`src/rtl/streamdec_pkg.sv`:
```
package streamdec_pkg;

  // Number of partial-product slots that fall into column k
  function automatic int colRows(int k, int opw);
    return (k < opw) ? k + 1 : 2 * opw - 1 - k;
  endfunction

  // Stream length of column k (replicated slots plus constant padding)
  function automatic int colBits(int k, int opw, int repl, int pad);
    return colRows(k, opw) * repl + pad;
  endfunction

  // Bit position where column k starts in the packed vector
  function automatic int colOffset(int k, int opw, int repl, int pad);
    int acc;
    acc = 0;
    for (int j = 0; j < k; j++) acc += colBits(j, opw, repl, pad);
    return acc;
  endfunction

  function automatic int streamWidth(int opw, int repl, int pad);
    return colOffset(2 * opw - 1, opw, repl, pad);
  endfunction

endpackage

```
`src/rtl/column_counter.sv`:
```
module column_counter #(
  parameter int NBITS = 68,
  parameter int CNTW  = 7
) (
  input  logic [NBITS-1:0] bits,
  output logic [CNTW-1:0]  count
);

  always_comb begin
    count = '0;
    for (int i = 0; i < NBITS; i++) count = count + CNTW'(bits[i]);
  end

endmodule

```
`src/rtl/column_divider.sv`:
```
module column_divider #(
  parameter int CNTW = 7,
  parameter int REPL = 8,
  parameter int SUMW = 4
) (
  input  logic [CNTW-1:0] count,
  output logic [SUMW-1:0] colSum
);

  localparam bit POW2 = (REPL & (REPL - 1)) == 0;

  generate
    if (POW2) begin : g_shift
      localparam int SH = $clog2(REPL);
      logic [CNTW-1:0] shifted;
      assign shifted = count >> SH;
      assign colSum  = SUMW'(shifted);
    end else begin : g_div
      int quotient;
      assign quotient = int'(count) / REPL;
      assign colSum   = SUMW'(quotient);
    end
  endgenerate

endmodule

```
`src/rtl/weighted_adder.sv`:
```
module weighted_adder #(
  parameter int NCOL = 15,
  parameter int SUMW = 4,
  parameter int OUTW = 16
) (
  input  logic [NCOL*SUMW-1:0] colSumFlat,
  output logic [OUTW-1:0]      product
);

  always_comb begin
    product = '0;
    for (int k = 0; k < NCOL; k++)
      product = product + (OUTW'(colSumFlat[k*SUMW +: SUMW]) << k);
  end

endmodule

```
`src/rtl/stream_product_decoder.sv`:
```
module stream_product_decoder
  import streamdec_pkg::*;
#(
  parameter int OPW  = 8,
  parameter int REPL = 8,
  parameter int PAD  = 4,
  localparam int TOTAL = streamWidth(OPW, REPL, PAD)
) (
  input  logic [TOTAL-1:0] streamIn,
  output logic [2*OPW-1:0] product
);

  localparam int NCOL = 2 * OPW - 1;
  localparam int SUMW = $clog2(OPW + 1);

  logic [NCOL*SUMW-1:0] colSumFlat;

  generate
    for (genvar k = 0; k < NCOL; k++) begin : g_col
      localparam int OFF = colOffset(k, OPW, REPL, PAD);
      localparam int NB  = colBits(k, OPW, REPL, PAD);
      localparam int CW  = $clog2(NB + 1);
      logic [CW-1:0] onesCount;

      column_counter #(.NBITS(NB), .CNTW(CW)) u_cnt (
        .bits  (streamIn[OFF +: NB]),
        .count (onesCount)
      );

      column_divider #(.CNTW(CW), .REPL(REPL), .SUMW(SUMW)) u_div (
        .count  (onesCount),
        .colSum (colSumFlat[k*SUMW +: SUMW])
      );
    end
  endgenerate

  weighted_adder #(.NCOL(NCOL), .SUMW(SUMW), .OUTW(2*OPW)) u_add (
    .colSumFlat (colSumFlat),
    .product    (product)
  );

endmodule

```
`config.mk`:
```
export PLATFORM = sky130hd
export DESIGN_NAME = stream_product_decoder
export DESIGN_NICKNAME = d
export VERILOG_FILES = /design/src/rtl/streamdec_pkg.sv /design/src/rtl/column_counter.sv /design/src/rtl/column_divider.sv /design/src/rtl/weighted_adder.sv /design/src/rtl/stream_product_decoder.sv
export SDC_FILE = /design/constraint.sdc
export NUM_CORES = 1
export LEC_CHECK = 0
export ABC_AREA = 1
export CAP_MARGIN = 20
export CORE_AREA = 2 2 225 227
export DETAILED_ROUTE_END_ITERATION = 6
export DIE_AREA = 0 0 227 229
export PLACE_DENSITY = 0.62
export RECOVER_POWER = 100
export SYNTH_ARGS = -nofsm -noshare
export SYNTH_HDL_FRONTEND = slang
export SYNTH_SLANG_ARGS = --single-unit
```
`constraint.sdc`:
```
create_clock -name vclk -period 26.3
set_input_delay 2.63 -clock vclk [all_inputs]
set_output_delay 2.63 -clock vclk [all_outputs]
set_load 0.01 [all_outputs]
```
; ---- Yosys cells after proc, flatten, opt, wreduce, memory -nomap -nowiden
; Cells that the tools add are included.
[word_totals]
word_cells = 571
ff_bits = 0
[classes]
addsub = 571
[op_table]
columns = operator, n
row1 = $add A6 B1 Y6, 368
row2 = $add A7 B1 Y7, 66
row3 = $add A5 B1 Y5, 88
row4 = $add A4 B1 Y4, 20
row5 = $add A16 B11 Y16, 2
row6 = $add A16 B14 Y16, 2
row7 = $add A16 B15 Y16, 2
row8 = $add A1 B1 Y2, 15
row9 = $add A16 B12 Y16, 1
row10 = $add A16 B13 Y16, 1
row11 = $add A16 B4 Y16, 1
row12 = $add A16 B6 Y16, 1
row13 = $add A16 B7 Y16, 1
row14 = $add A16 B8 Y16, 1
row15 = $add A16 B9 Y16, 1
row16 = $add A1 B3 Y4, 1

; ---- Longest topological paths before layout
; Gate-level depths: netlist of run 1.
[logic_depth]
depth_word = 75
depth_mapped = 36
depth_no_buf = 36

; ---- Hierarchy
; A second synthesis of run 1 with hierarchy kept.
[unflattened]
cells_unflattened = 1956
area_unflattened_um2 = 17018.8
[by_module_without_submodules]
columns = mod, cells_per_inst, seq_area_each_um2, area_each_um2, instances
row1 = column_counter (g_col[6].u_cnt ...), 159, 0.0, 1554.0, 2
row2 = column_counter (g_col[10].u_cnt ...), 134, 0.0, 1177.4, 2
row3 = column_counter (g_col[11].u_cnt ...), 105, 0.0, 933.4, 2
row4 = column_counter (g_col[7].u_cnt), 185, 0.0, 1798.0, 1
row5 = weighted_adder, 239, 0.0, 1557.7, 1
row6 = column_counter (g_col[12].u_cnt ...), 91, 0.0, 753.2, 2
row7 = column_counter (g_col[9].u_cnt), 147, 0.0, 1347.5, 1
row8 = column_counter (g_col[5].u_cnt), 145, 0.0, 1340.0, 1
row9 = column_counter (g_col[13].u_cnt ...), 60, 0.0, 534.3, 2
row10 = column_counter (g_col[0].u_cnt ...), 34, 0.0, 284.0, 2
row11 = column_divider (g_col[0].u_div ...), 5, 0.0, 33.8, 14
row12 = column_divider (g_col[7].u_div), 4, 0.0, 30.0, 1

; ---- Worst setup path after synthesis of run 1
; OpenSTA, ideal clock, no wires.
[synth_timing]
path_kind = input -> output
start = input streamIn[320]
end = output product[11]
path_stages = 31
slack_ps = 14050
arrival_time_ps = 9620
n_path_buf = 0
path_cell_list = ha_1 -> inv_1 -> fa_1 -> fa_1 -> fa_1 -> inv_1 -> fa_1 -> fa_1 -> inv_1 -> fa_1 -> fa_1 -> fa_1 -> inv_1 -> ha_1 -> nand3_1 -> nand2_1 -> nand2_1 -> nand2_1 -> nand2_1 -> nand2_1 -> fa_1 -> fa_1 -> inv_1 -> ha_1 -> nand2_1 -> inv_1 -> nand2_1 -> nand2_1 -> inv_1 -> nand2_1 -> xor2_1
[synth_between]
elab_chain_len = 66
[synth_lines]
columns = element, line
row1 = "start, declared", stream_product_decoder.sv:9  ; input logic [TOTAL-1:0] streamIn,
row2 = $add A1 B1 Y2, column_counter.sv:11  ; for (int i = 0; i < NBITS; i++) count = count + CNTW'(bits[i]);
row3 = $add A6 B1 Y6 (58 in series), column_counter.sv:11
row4 = $add A16 B11 Y16, weighted_adder.sv:13  ; product = product + (OUTW'(colSumFlat[k*SUMW +: SUMW]) << k);
row5 = $add A16 B12 Y16, weighted_adder.sv:13
row6 = $add A16 B13 Y16, weighted_adder.sv:13
row7 = $add A16 B14 Y16 (2 in series), weighted_adder.sv:13
row8 = $add A16 B15 Y16 (2 in series), weighted_adder.sv:13
row9 = "end, declared", stream_product_decoder.sv:10  ; output logic [2*OPW-1:0] product
; Every way passes these cells.

; ---- Worst setup path in the final report of run 1
[layout_timing]
start = input streamIn[252]
end = output product[11]
[layout_between]
elab_chain_len = 75
[layout_lines]
columns = element, line
row1 = $add A1 B1 Y2, column_counter.sv:11
row2 = $add A7 B1 Y7 (66 in series), column_counter.sv:11
row3 = $add A16 B11 Y16 (2 in series), weighted_adder.sv:13
row4 = $add A16 B12 Y16, weighted_adder.sv:13
row5 = $add A16 B13 Y16, weighted_adder.sv:13
row6 = $add A16 B14 Y16 (2 in series), weighted_adder.sv:13
row7 = $add A16 B15 Y16 (2 in series), weighted_adder.sv:13
; Every way passes these cells.

==> results of run 1 <==
[routing by layer]
layer | up-vias | global-route usage (%) | routed length [um]
li1 | 5868 | - | -
met1 | 5731 | 18.2 | 15000
met2 | 316 | 30.6 | 21500
met3 | 32 | 2.21 | 2520
met4 | 4 | 1.92 | 609
met5 | - | 0 | 26
[layout make-up]
type                            count  area (sq um)
Multi-Input combinational cell    917         12300
Tap cell                          672           841
Timing Repair Buffer              588          5890
Inverter                          824          3090
Fill cell                        4864         27500
[worst min path at each step]
stage / slack (ns) / from / to / cells after the start
2_1_floorplan: 5.50 / streamIn[3] / product[0] / 2
3_3_place_gp: 6.39 / streamIn[3] / product[0] / 4
3_5_place_dp: 6.43 / streamIn[3] / product[0] / 4
4_1_cts: 6.43 / streamIn[3] / product[0] / 4
5_1_grt: 6.57 / streamIn[3] / product[0] / 4
6_report: 6.53 / streamIn[3] / product[0] / 4
[critical path, delay by kind of cell]
| kind | cells | cell delay [ns] |
|---|---|---|
| xor+xnor | 1 | 0.22 |
| simple gates | 11 | 0.72 |
| buf+inv | 9 | 1.50 |
| fa+ha+maj | 13 | 5.89 |
[stage by stage]
| step | setup slack (ns) | area (sq um) |
|---|---|---|
| after floorplan | 14.05 | 15400 |
| after global placement | 12.60 | 22100 |
| after detailed placement | 12.58 | 22100 |
| after CTS | 12.57 | 22100 |
| after global routing | 12.09 | 22100 |
| final | 12.67 | 22100 |
[cells by family (layout without fill, tap and decap cells)]
kind of cell	after synthesis	in the layout	share of synthesized area, %
AO/OA/AOI/OAI	57	57	2.00
AND/OR/NAND/NOR	235	235	6.42
XOR/XNOR	14	14	0.796
adder cells (fa/ha/maj)	611	611	70.7
buffers and inverters	824	1412	20.1
[cell usage after synthesis (all sizes together)]
| cell type | count | area (sq um) |
|---|---|---|
| a21o | 2 | 15.0 |
| nand4 | 6 | 37.5 |
| fa | 432 | 8650 |
| o21a | 2 | 15.0 |
| a21oi | 42 | 210 |
| inv | 824 | 3090 |
| or2 | 4 | 25.0 |
| nand2 | 168 | 633 |
| ha | 179 | 2240 |
| nand3b | 8 | 60.1 |
| o21ai | 6 | 30.0 |
| nor3 | 1 | 5.00 |
| xnor2 | 6 | 52.6 |
| xor2 | 8 | 70.1 |
| nand3 | 32 | 165 |
| nor2 | 16 | 62.6 |
| o21bai | 5 | 37.5 |
==> impl_metrics.env, run 1 <==
export IMPL_synthDistinctLibCells=21
export IMPL_postCtsHoldBufs=0
export IMPL_diodes=0
export IMPL_critical_path_startpoint="streamIn[252]"
export IMPL_seq_cell_count=0
export IMPL_status="complete, no violations"
export IMPL_pin_count=588
export IMPL_max_freq_mhz=73.4
export IMPL_fin_cells=3001
export IMPL_ys_warn_count=0
export IMPL_coreArea_sq_um=49700
export IMPL_wl_um=39600
export IMPL_slew_violations=0
export IMPL_worstSetupEndpointType="primary output"
export IMPL_port_buffers=588
export IMPL_row_count=82
export IMPL_avgSynthCellArea_sq_um=8.85
export IMPL_post_route_period_util_pct=51.8
export IMPL_finalSetupViolations=0
export IMPL_postCtsSetupRepairBufs=0
export IMPL_final_nets=3514
export IMPL_netlist_instances=1741
export IMPL_hp_class="in -> out"
export IMPL_die_h_um=229
export IMPL_via_per_inst=3.98
export IMPL_crit_slowest_cell="dlygate4sd3_1"
export IMPL_worstSetupPathType="in -> out"
export IMPL_crit_path_max_fanout=4
export IMPL_drc=0
export IMPL_die_area_sq_um=52000
export IMPL_regArea_sq_um=0
export IMPL_syn_to_final_growth_pct=43.7
export IMPL_layout_cells_most_common_list="inv_1 (824), clkdlybuf4s50_1 (572), fa_1 (432)"
export IMPL_grt_pass1_vias=13721
export IMPL_arrival_ns=11.00
export IMPL_slew_headroom_pct=66.7
export IMPL_hold_violations=0
export IMPL_maxCapViolations=0
export IMPL_grt_ovfl_total=0
export IMPL_wl_per_cell_um=13.2
export IMPL_grt_util_all_layers_pct=15.6
export IMPL_fin_util_pct=44.6
export IMPL_vias=11951
export IMPL_finalCriticalPeriod_ns=13.63
export IMPL_cp_required_ns=23.67
export IMPL_cp_endpoint="product[11]"
export IMPL_cp_common_cell="nand2_1"
export IMPL_rsz0062_at_grt="false"
export IMPL_start_util_pct=31.0
export IMPL_drive_gt1_share_pct=0.258
export IMPL_synth_area_sq_um=15400
export IMPL_max_stage_delay_ns=0.70
export IMPL_finalSetupTns_ns=0
export IMPL_antenna_left=0
export IMPL_antenna_found_initial=2
export IMPL_final_common_cell="inv_1"
export IMPL_nClkBuffers=0
export IMPL_dpl_cell_count=3001
export IMPL_syn_nets=2924
export IMPL_start_kind="primary input"
export IMPL_hold_worst_slack_ns=6.53
export IMPL_post_dp_hpwl_um=39700
export IMPL_ctsResizeCount=0
export IMPL_die_x_um=227
export IMPL_seq_area_frac_synth_pct=0
export IMPL_grt_pass1_wl_um=64800
export IMPL_drt_iter0_drc=197
export IMPL_worst_pin_slew_ns=0.499
export IMPL_first_pass_iters=4
export IMPL_grt_max_degree=7
export IMPL_place_congestion=0.939
Power of run 1 is not shown: default switching activity piles up to over one toggle a cycle in this logic, so the estimate is an artifact.
==> inputs of run 2 (changes only) <==
PLACE_DENSITY = 0.64   (was 0.62)
clock period = 11.91 ns   (was 26.3 ns; I/O delays follow)
==> impl_metrics.env, run 2 (synthesized netlist as in run 1, its figures left out) <==
export IMPL_post_route_period_util_pct=90.8
export IMPL_rsz0062_at_grt="false"
export IMPL_final_nets=3514
export IMPL_finalSetupViolations=0
export IMPL_place_area_sq_um=22100
export IMPL_grt_pass1_wl_um=66200
export IMPL_cp_top_family="adder cells"
export IMPL_postCtsHoldBufs=0
export IMPL_drt_iter0_drc=191
export IMPL_cp_required_ns=10.72
export IMPL_ctsResizeCount=0
export IMPL_layout_cells_most_common_list="inv_1 (824), clkdlybuf4s50_1 (572), fa_1 (432)"
export IMPL_diodes=0
export IMPL_die_h_um=229
export IMPL_status="complete, no violations"
export IMPL_worstSetupPathType="in -> out"
export IMPL_coreArea_sq_um=49700
export IMPL_finalSetupTns_ns=0
export IMPL_drive_gt1_share_pct=0.258
export IMPL_design_area_sq_um=22100
export IMPL_grt_pass1_vias=13915
export IMPL_worst_pin_slew_ns=0.550
export IMPL_syn_to_final_growth_pct=43.7
export IMPL_slew_violations=0
export IMPL_regArea_sq_um=0
export IMPL_place_congestion=0.885
export IMPL_start_util_pct=31.0
export IMPL_dpl_cell_count=3001
export IMPL_worstSetupEndpointType="primary output"
export IMPL_fin_cells=3001
export IMPL_wl_per_cell_um=13.8
export IMPL_crit_path_max_fanout=4
export IMPL_post_dp_hpwl_um=41400
export IMPL_pin_count=588
export IMPL_drc=0
export IMPL_max_stage_delay_ns=0.64
export IMPL_die_area_sq_um=52000
export IMPL_antenna_left=0
export IMPL_via_per_inst=4.00
export IMPL_crit_slowest_cell="dlygate4sd3_1"
export IMPL_hp_class="in -> out"
export IMPL_start_kind="primary input"
export IMPL_row_count=82
export IMPL_grt_ovfl_total=0
export IMPL_wl_um=41300
export IMPL_slew_headroom_pct=63.3
export IMPL_finalCriticalPeriod_ns=10.82
export IMPL_maxCapViolations=0
export IMPL_port_buffers=588
export IMPL_arrival_ns=9.63
export IMPL_nClkBuffers=0
export IMPL_first_pass_iters=4
export IMPL_vias=12002
export IMPL_antenna_found_initial=2
export IMPL_postCtsSetupRepairBufs=0
export IMPL_grt_util_all_layers_pct=16.1
export IMPL_grt_max_degree=7
export IMPL_path_buf_inv=7
export IMPL_die_x_um=227
export IMPL_max_freq_mhz=92.4
export IMPL_seq_cell_count=0
export IMPL_hold_violations=0
export IMPL_final_common_cell="inv_1"
==> run 2: worst min-delay path, delay by kind of cell <==
family | cells | cell delay, ns
compound gates | 2 | 0.23
buf+inv | 2 | 1.00
==> run 2: worst paths after layout <==
check	from	slack [ns]	cells past startpoint	to
worst max-delay path	streamIn[252]	1.09	33	product[13]
worst min-delay path	streamIn[3]	3.62	4	product[0]
==> run 2: layout make-up <==
class / instances / area, sq um
fillers: 4877 / 27500
inverters: 824 / 3090
multi-input cells: 917 / 12300
well taps: 672 / 841
repair buffers: 588 / 5890
==> run 2: layer usage <==
| metal | vias to the layer above | routed length [um] | track usage, % |
|---|---|---|---|
| li1 | 5871 | - | - |
| met1 | 5739 | 14800 | 17.5 |
| met2 | 340 | 22600 | 32.1 |
| met3 | 48 | 2770 | 2.81 |
| met4 | 4 | 1040 | 3.23 |
| met5 | - | 30 | 0 |
==> run 2: through the flow <==
| step | hold slack, ns | util [%] | setup slack (ns) |
|---|---|---|---|
| floorplan | 2.62 | - | 2.54 |
| finish | 3.62 | 44.6 | 1.09 |
| global route | 3.65 | 44.6 | 0.587 |
| CTS | 3.52 | 44.6 | 1.06 |
| global placement | 3.50 | 44.6 | 1.13 |
| detailed placement | 3.52 | 44.6 | 1.06 |
Power of run 2 is left out for the same reason.
